[src/rtl/ide_pio_timer.sv]
module ide_pio_timer #(
  parameter int COMPAT_STB = 8,
  parameter int COMPAT_REC = 12,
  parameter logic [15:0] PRI_CMD = 16'h01F0,
  parameter logic [15:0] PRI_CTL = 16'h03F6,
  parameter logic [15:0] SEC_CMD = 16'h0170,
  parameter logic [15:0] SEC_CTL = 16'h0376
) (
  input  logic        clk,
  input  logic        rst_n,
  input  logic        cfg_we,
  input  logic [15:0] cfg_wdata,
  output logic [15:0] cfg_rdata,
  input  logic        io_req,
  input  logic        io_we,
  input  logic [15:0] io_addr,
  input  logic [15:0] io_wdata,
  output logic        io_claim,
  output logic        io_busy,
  output logic        io_done,
  output logic [15:0] io_rdata,
  output logic        ata_dior_n,
  output logic        ata_diow_n,
  output logic        ata_cs0_n,
  output logic        ata_cs1_n,
  output logic [2:0]  ata_da,
  output logic [15:0] ata_dd_out,
  output logic        ata_dd_oe,
  input  logic [15:0] ata_dd_in,
  input  logic        ata_iordy,
  input  logic        ata_intrq,
  output logic        irq14,
  output logic        irq15,
  output logic        prefetch_flag
);
  localparam int MAXLEN = (COMPAT_STB > COMPAT_REC) ? COMPAT_STB : COMPAT_REC;
  localparam int CW = $clog2(((MAXLEN > 5) ? MAXLEN : 5) + 1);

  typedef enum logic [2:0] {S_IDLE, S_STB, S_WAIT, S_HOLD, S_REC} st_t;

  st_t            st;
  logic [15:0]    tim_q, wd_q, rd_q;
  logic           dev_q, done_q;
  logic [CW-1:0]  cnt, stb_len, rec_len;
  logic           cyc_we, cyc_cs1, cyc_iordy, cyc_pf;
  logic [2:0]     da_q;

  wire        en       = tim_q[15];
  wire        sec      = tim_q[14];
  wire [15:0] cmd_base = sec ? SEC_CMD : PRI_CMD;
  wire [15:0] ctl_addr = sec ? SEC_CTL : PRI_CTL;
  wire        hit_cmd  = io_addr[15:3] == cmd_base[15:3];
  wire        hit_ctl  = io_addr == ctl_addr;
  wire [2:0]  nib      = dev_q ? tim_q[6:4] : tim_q[2:0];
  wire [2:0]  fs3      = 3'd5 - {1'b0, tim_q[13:12]};
  wire [2:0]  fr3      = 3'd4 - {1'b0, tim_q[9:8]};
  wire        active   = st != S_IDLE;
  wire        strobe   = (st == S_STB) || (st == S_WAIT) || (st == S_HOLD);

  assign io_claim = io_req && en && (hit_cmd || hit_ctl);
  wire   accept   = io_claim && (st == S_IDLE);

  always_ff @(posedge clk or negedge rst_n) begin
    if (!rst_n) begin
      st        <= S_IDLE;
      tim_q     <= '0;
      wd_q      <= '0;
      rd_q      <= '0;
      dev_q     <= 1'b0;
      done_q    <= 1'b0;
      cnt       <= '0;
      stb_len   <= '0;
      rec_len   <= '0;
      cyc_we    <= 1'b0;
      cyc_cs1   <= 1'b0;
      cyc_iordy <= 1'b0;
      cyc_pf    <= 1'b0;
      da_q      <= '0;
    end else begin
      done_q <= 1'b0;
      if (cfg_we) tim_q <= cfg_wdata;
      case (st)
        S_IDLE: if (accept) begin
          st        <= S_STB;
          cnt       <= CW'(1);
          cyc_we    <= io_we;
          cyc_cs1   <= !hit_cmd;
          da_q      <= hit_cmd ? io_addr[2:0] : 3'd6;
          wd_q      <= io_wdata;
          cyc_iordy <= nib[1];
          cyc_pf    <= hit_cmd && (io_addr[2:0] == 3'd0) && nib[2];
          stb_len   <= nib[0] ? CW'(fs3) : CW'(COMPAT_STB);
          rec_len   <= nib[0] ? CW'(fr3) : CW'(COMPAT_REC);
          if (hit_cmd && io_we && io_addr[2:0] == 3'd6) dev_q <= io_wdata[4];
        end
        S_STB: if (cnt == stb_len) begin
          if (cyc_iordy && !ata_iordy) st <= S_WAIT;
          else begin
            st  <= S_REC;
            cnt <= CW'(1);
            if (!cyc_we) rd_q <= ata_dd_in;
          end
        end else cnt <= cnt + CW'(1);
        S_WAIT: if (ata_iordy) st <= S_HOLD;
        S_HOLD: begin
          st  <= S_REC;
          cnt <= CW'(1);
          if (!cyc_we) rd_q <= ata_dd_in;
        end
        S_REC: if (cnt == rec_len) begin
          st     <= S_IDLE;
          done_q <= 1'b1;
        end else cnt <= cnt + CW'(1);
        default: st <= S_IDLE;
      endcase
    end
  end

  assign cfg_rdata     = tim_q;
  assign io_busy       = active;
  assign io_done       = done_q;
  assign io_rdata      = rd_q;
  assign ata_dior_n    = !(strobe && !cyc_we);
  assign ata_diow_n    = !(strobe && cyc_we);
  assign ata_cs0_n     = !(active && !cyc_cs1);
  assign ata_cs1_n     = !(active && cyc_cs1);
  assign ata_da        = active ? da_q : 3'd0;
  assign ata_dd_out    = wd_q;
  assign ata_dd_oe     = active && cyc_we;
  assign prefetch_flag = active && cyc_pf;
  assign irq14         = en && !sec && ata_intrq;
  assign irq15         = en && sec && ata_intrq;
endmodule

[config.mk]
export PLATFORM = sky130hd
export DESIGN_NAME = ide_pio_timer
export DESIGN_NICKNAME = d
export VERILOG_FILES = /design/src/rtl/ide_pio_timer.sv
export SDC_FILE = /design/constraint.sdc
export NUM_CORES = 1
export LEC_CHECK = 0
export BUFFER_PORTS_ARGS = -buffer_cell sky130_fd_sc_hd__buf_2
export CORE_ASPECT_RATIO = 0.8
export CORE_MARGIN = 10
export CORE_UTILIZATION = 25
export CTS_CLUSTER_DIAMETER = 100
export DETAILED_ROUTE_END_ITERATION = 6
export PLACE_DENSITY_LB_ADDON = 0.25
export SYNTH_ARGS = -nofsm -noshare
export SYNTH_HDL_FRONTEND = slang
export SYNTH_SLANG_ARGS = --single-unit
[constraint.sdc]
create_clock -name clk -period 5.04 [get_ports clk]
set_input_delay 0.252 -clock clk [delete_from_list [all_inputs] [get_ports clk]]
set_output_delay 0.252 -clock clk [all_outputs]
set_load 0.005 [all_outputs]
==> impl_results.md, run 1 <==
* Boundary pin count at roughly 130
* CP arrival at about 2800 ps
* Placer Congestion at around 0.74
* Clock root buffer: clkbuf_16
* Relative max-transition margin at a little over a quarter
* Post-CTS sizing at 0
* GRT Total Usage at 9.91%
* First-pass GRT wire length at between 10000 and 15000 um
* Syn. warnings at 0
* Max Fclk at 0.393 GHz
* Tot Pwr at between 1 and 1.5 mW
* Synthesized area per cell at 11.1 um2
* Most frequent cells in the layout: 131 x buf_2, 71 x dfrtp_1, 69 x nand2_1, 34 x mux2_2, 12 x nor2_1
* Starting Density at ~26%
* Post-Route WL at slightly above 8000 um
* Filler instances at roughly 1.3k
* Max Buffers Root-to-Sink at 2
* Core Rows at 36
* Post-Place Worst Slack at between 2000 and 2500 ps
* Initial antenna violation count at 0
* Initial drt markers at between 100 and 150
* Final hold viol count at 0
* LEAKAGE at 2.24 nW
* Max Slew Vio Count at 0
* Syn Nets at 354
* Cts bufs inserted at 9
* Congestion Overflow GR at 0
* Vias in the first global route at about 2.7k
* Post-CTS setup repair buffer count at 0
* PwrDens at just over 300 mW/mm2
* Number of synthesized flops with an enable pin at 0
* TritonCTS clock tree: done
* Seq/Total Area, Yosys at 57.1%
* Peak supply drop at ~0.00019 V
* Worst Path Class, Setup: reg2reg
* Reg area at about 0.0018 mm2
* Chip width at approximately 140 um
* Crit start category: flip-flop
* Clock-pin transition on the worst setup and hold timing paths at roughly 60 ps
* CP max FO at 29
* Netlist Area Pre-Place at 0.00311 mm2
* Distinct cell type count after synthesis at 36
* Routed via count at about 2.5k
* Htree depth at 3
* Antenna diode count at 0
* # DRC at 0
* Status: finished clean
* Worst Clk Skew at roughly 5.8 ps
* Slew @ Worst Pin at roughly 1100 ps
* Hold WC Path Type: in2async
* Crit-path cells: xnor2_1 > nor4_4 > and3_1 > nand4_1 > mux2_2
* Area of the core at ~0.012 mm2
* Avg WL per Cell at about 14 um
* Die Y at 120 um
* Final worst path period need at approximately 2500 ps
* RSZ-0062 raised after global routing: no
* FFs w/ async S/R, synth at 100%
* Register bit total from synthesis at 71
* RR Startpoint: cfg_rdata[14]$_DFFE_PN0P_
* Max-cap violation count at 0
* Latest clock arrival within the worst-skew pair at ~330 ps
* Syn Inst Count at 281
* Pin count of the biggest net entering global routing at between 70 and 80
* Area grow syn2layout at 35.2%
* Final #Nets at 486
* FF-to-FF path depth at 5
* Part of the cycle the worst path needs at 50.5%
* # clock sinks at slightly above 70
* Drt pass-1 iters at 4
* Final HPWL DP at about 6300 um
* Most used DFF post-synth: dfrtp_1
* Final Setup Violations at 0
* Layout cell share with drive strength beyond 1 at 44.5%
* DR vias/cell at 4.30
* Crit-path slowest cell: and3_1
* Antenna Nets Post-Route at 0
* RR Endpoint: dev_q$_DFFE_PN0P_
* Worst Path Required at ~5300 ps
* Post-CTS Hold Buffers at 0
* Type of destination of the critical path: flip-flop
* End-of-flow core utilization at about a third
* Fin Setup TNS at 0 ps
* Area of the multi-input gates at ~0.0012 mm2
* CP peak stage delay at roughly 950 ps
* Most common cell after layout, fill and taps aside: buf_2
* Die area at about 0.017 mm2
* Internal reg-to-reg setup slack at ~2500 ps
* Final worst slack at around 2500 ps
* DP Area at between 0.003 and 0.004 mm2
* PortBufs at 132
* Fin area at 0.00421 mm2
-- where the power goes --
part / leakage, nW / switching (mW) / internal [mW]
clock network: 0.145 / 0.229 / 0.386
registers: 0.942 / 0.0129 / 0.585
logic: 1.15 / 0.0410 / 0.0460
total: 2.24 / 0.283 / 1.02
-- worst max-delay path by stage --
| stage | from | end | slack [ps] |
|---|---|---|---|
| 4_1_cts | cfg_rdata[14]$_DFFE_PN0P_ | dev_q$_DFFE_PN0P_ | 2450 |
| 3_5_place_dp | io_addr[13] | dev_q$_DFFE_PN0P_ | 2120 |
| 6_report | cfg_rdata[14]$_DFFE_PN0P_ | dev_q$_DFFE_PN0P_ | 2490 |
| 3_3_place_gp | io_addr[13] | dev_q$_DFFE_PN0P_ | 2280 |
| 5_1_grt | cfg_rdata[14]$_DFFE_PN0P_ | dev_q$_DFFE_PN0P_ | 2250 |
| 2_1_floorplan | cnt[0]$_DFFE_PN0P_ | io_rdata[10]$_DFFE_PN0P_ | 3050 |
-- final cells by class --
class	instances	share of cell area, %
Multi-Input combinational cell	192	29.7
Tap cell	152	4.52
Sequential cell	71	42.2
Clock buffer	14	6.75
Clock inverter	2	0.298
Inverter	6	0.536
Timing Repair Buffer	133	15.9
-- synthesized netlist by cell type, types with 5 or more instances --
master / number / area share [%]
mux2_2: 34 / 12
and2_1: 6 / 1.2
inv_1: 6 / 0.72
a21oi_1: 8 / 1.3
nand2_1: 69 / 8.3
mux2i_1: 5 / 1.6
nand3_1: 6 / 0.97
o21ai_0: 5 / 0.80
nor2_1: 12 / 1.4
dfrtp_1: 71 / 57
xnor2_1: 8 / 2.3
clkbuf_1: 6 / 0.72
-- per-stage QoR --
stage | hold WS, ps | cells
after floorplan | -43.6 | 281
after global placement | 441 | 554
after detailed placement | 451 | 554
after CTS | 95.5 | 570
after global routing | 115 | 570
final | 55.6 | 570
-- registers in the layout, summed over array words and instances (netlist names) --
name	flops
cyc_cs1	1
ata_dd_out	16
da_q	3
cyc_pf	1
dev_q	1
cfg_rdata	16
cnt	4
rec_len	3
stb_len	4
cyc_iordy	1
cyc_we	1
io_done	1
st	3
io_rdata	16
-- cell families after synthesis --
group / Yosys count / synth area share [%]
AOI/OAI and AO/OA: 24 / 4.91
xor gates and xnor gates: 8 / 2.25
adders and majority gates: 2 / 0.804
buffers and inverters: 18 / 2.74
DFF: 71 / 57.1
muxes: 39 / 13.9
and+or+nand+nor: 119 / 18.3
-- routing by layer --
layer	part of all wire, %	vias up	GRT usage, %
met5	0	-	0
met4	1.4	0	3.03
met3	9.2	8	4.61
met2	43	90	14.9
met1	46	1136	12.4
li1	-	1216	-
-- critical path: cells and delay by family, from the launching register on --
| family | cells | cell delay, ps |
|---|---|---|
| AND/OR/NAND/NOR | 3 | 1490 |
| XOR/XNOR | 1 | 180 |
| multiplexers | 1 | 330 |
| flip-flops | 1 | 430 |
No activity file was read; power rests on OpenSTA's default activity.
==> run 2: changes to the inputs <==
Clock period 5.04 ns to 2.15 ns, I/O delays scaled along.
==> run 2 against run 1 <==
Critical path depth rose by 1. Via count rose by 7.4%. Routed wire length rose by 6.8%. Non-clock buffer count rose by 43. Total power rose to 2.5 times the previous value. Hold slack got worse by 41 ps. Largest cell class unchanged. Clock power rose to 2.7 times the previous value. Global-route usage rose by 0.59 points. Setup slack got worse by 2300 ps. Sequential share of layout area fell by 4.1 points. Design area rose by 11%.
==> impl_results.md, run 2 (same netlist as run 1, synthesis figures left out) <==
* # clock sinks at 71 (unchanged)
* CP peak stage delay at 420 ps (-530 ps)
* Post-CTS setup repair buffer count at 0 (unchanged)
* Fin cells at 612 (+7.4%)
* Seq pwr share at 42.4% (-3.6 points)
* CP arrival at 2130 ps (-630 ps)
* Chip width at 145 um (unchanged)
* Avg WL per Cell at 14.4 um (-0.53%)
* Initial antenna violation count at 0 (unchanged)
* Drt pass-1 iters at 4 (unchanged)
* Reg area at 0.00178 mm2 (unchanged)
* Layout cell share with drive strength beyond 1 at 42.4% (-2.1 points)
* Placer Congestion at 0.817 (+11%)
* Congestion Overflow GR at 0 (unchanged)
* Cts bufs inserted at 9 (unchanged)
* # DRC at 0 (unchanged)
* Post-Route WL at 8820 um (+6.8%)
* Type of destination of the critical path: flip-flop
* Worst Hold Depth at 2
* Latest clock arrival within the worst-skew pair at 330 ps (about the same)
* Area of the multi-input gates at 0.00125 mm2 (unchanged)
* Die area at 0.0173 mm2 (unchanged)
* FF-to-FF path depth at 6 (+1)
* Die Y at 120 um (unchanged)
* Post-CTS Hold Buffers at 34 (+34)
* Filler instances at 1236 (-1.4%)
* Most frequent cells in the layout: 131 x buf_2, 71 x dfrtp_1, 69 x nand2_1, 34 x mux2_2, 34 x dlygate4sd3_1
* TritonCTS clock tree: done
* Clock root buffer: clkbuf_16
* Worst Clk Skew at 6.70 ps (+0.891 ps)
* Area of the core at 0.0122 mm2 (unchanged)
* Htree depth at 3 (unchanged)
* Final Setup Violations at 0 (unchanged)
* Status: finished clean
* Final HPWL DP at 6660 um (+6.4%)
* Routed via count at 2632 (+7.4%)
* Cell internal pwr at 2.62 mW (+160%)
* Max Fclk at 0.521 GHz (+33%)
* RR Endpoint: io_rdata[8]$_DFFE_PN0P_
* Crit start category: flip-flop
* Worst Path Class, Setup: reg2reg
* GRT Total Usage at 10.5% (+0.59 points)
* CP max FO at 16 (-45%)
* Post-CTS sizing at 0 (unchanged)
* LEAKAGE at 2.44 nW (+9.3%)
* Placed Cells at 563 (+1.6%)
* Most common cell after layout, fill and taps aside: buf_2
* Crit-path cells: xnor2_1 > and4_1 > a21oi_1 > nor3_2 > buf_12 > mux2_2
* Sw Share at 20.5% (-1.3 points)
* PwrDens at 708 mW/mm2 (+130%)
* Vias in the first global route at 2929 (+6.7%)
* Fin Setup TNS at 0 ps (unchanged)
* Crit-path slowest cell: dfrtp_1
* Combinational share of power at 7.9% (+1.2 points)
* DR vias/cell at 4.30 (about the same)
* Hold Path Origin: cfg_wdata[4]
* Peak supply drop at 0.000503 V (+160%)
* Final hold viol count at 0 (unchanged)
* Initial drt markers at 106 (-1.9%)
* Max Buffers Root-to-Sink at 2 (unchanged)
* Hold Path Sink: cfg_rdata[4]$_DFFE_PN0P_
* Clock-pin transition on the worst setup and hold timing paths at 60 ps (about the same)
* Tot Pwr at 3.30 mW (+150%)
* Antenna diode count at 0 (unchanged)
* Part of the cycle the worst path needs at 89.2% (+39 points)
* Pin count of the biggest net entering global routing at 42 (-42%)
* Worst Path Required at 2360 ps (-2890 ps)
* Antenna Nets Post-Route at 0 (unchanged)
* Hold WC Path Type: in2reg
* Boundary pin count at 133 (unchanged)
* Slew @ Worst Pin at 533 ps (-562 ps)
* Max-cap violation count at 0 (unchanged)
* RR Startpoint: cnt[3]$_DFFE_PN0P_
* Internal reg-to-reg setup slack at 230 ps (-2260 ps)
* Relative max-transition margin at 64.5% (+37 points)
* PortBufs at 132 (unchanged)
* Clk network pwr share at 49.7% (+2.4 points)
* Area grow syn2layout at 49.8%
* First-pass GRT wire length at 14600 um (+5.5%)
* Max Slew Vio Count at 0 (unchanged)
* Core Rows at 36 (unchanged)
* Starting Density at 25.6% (unchanged)
* Final #Nets at 529 (+8.8%)
* Final worst path period need at 1920 ps (-629 ps)
* Net switching power at 0.676 mW (+140%)
* RSZ-0062 raised after global routing: no
==> run 2: cell type report <==
class	instances	area share, %
clock inverters	3	1.40
multi-input cells	192	26.8
flip-flops and latches	71	38.1
repair buffers	176	23.4
clock buffers	12	5.72
inverters	6	0.483
well taps	152	4.08
==> run 2: metal layers <==
layer	up-vias	share of wire (%)	GRT usage, %	wire (um)
li1	1304	-	-	-
met1	1235	44	12.5	3860
met2	84	46	16.8	4070
met3	9	8.8	4.61	775
met4	0	1.3	3.22	114
met5	-	0	0	0
==> run 2: critical path: cells and delay by family (launching register included) <==
kind                      cells  cell delay [ps]
buffers and inverters         1              190
xor gates and xnor gates      1              190
and+or+nand+nor               2              520
muxes                         1              350
DFF                           1              420
AOI/OAI and AO/OA             1              130
==> run 2: worst max-delay path by stage <==
stage	from	to	slack (ps)	depth (start not counted)
4_1_cts	cnt[3]$_DFFE_PN0P_	io_rdata[9]$_DFFE_PN0P_	220	6
6_report	cnt[3]$_DFFE_PN0P_	io_rdata[8]$_DFFE_PN0P_	230	6
5_1_grt	cnt[3]$_DFFE_PN0P_	io_rdata[8]$_DFFE_PN0P_	80	6
3_5_place_dp	io_addr[13]	dev_q$_DFFE_PN0P_	140	6
2_1_floorplan	cnt[0]$_DFFE_PN0P_	io_rdata[10]$_DFFE_PN0P_	160	7
3_3_place_gp	io_addr[13]	dev_q$_DFFE_PN0P_	230	6
==> run 2: power groups by stage <==
stage | clock, mW | sequential (mW) | combinational [mW]
after global routing | 1.75 | 1.40 | 0.295
after detailed placement | 0 | 1.42 | 0.219
final | 1.64 | 1.40 | 0.261
after CTS | 1.70 | 1.40 | 0.268
after floorplan | 0 | 1.42 | 0.0685
after global placement | 0 | 1.42 | 0.216
==> run 2: stage by stage <==
step | area [um2] | hold WS [ps] | util (%) | setup slack, ps
5_1_grt | 4660 | 6.81 | 38.3 | 84.9
3_5_place_dp | 3990 | 139 | 32.8 | 137
3_3_place_gp | 3990 | 133 | 32.8 | 229
2_1_floorplan | 3110 | -188 | - | 161
4_1_cts | 4660 | 0.0408 | 38.3 | 220
6_report | 4660 | 14.8 | 38.3 | 232
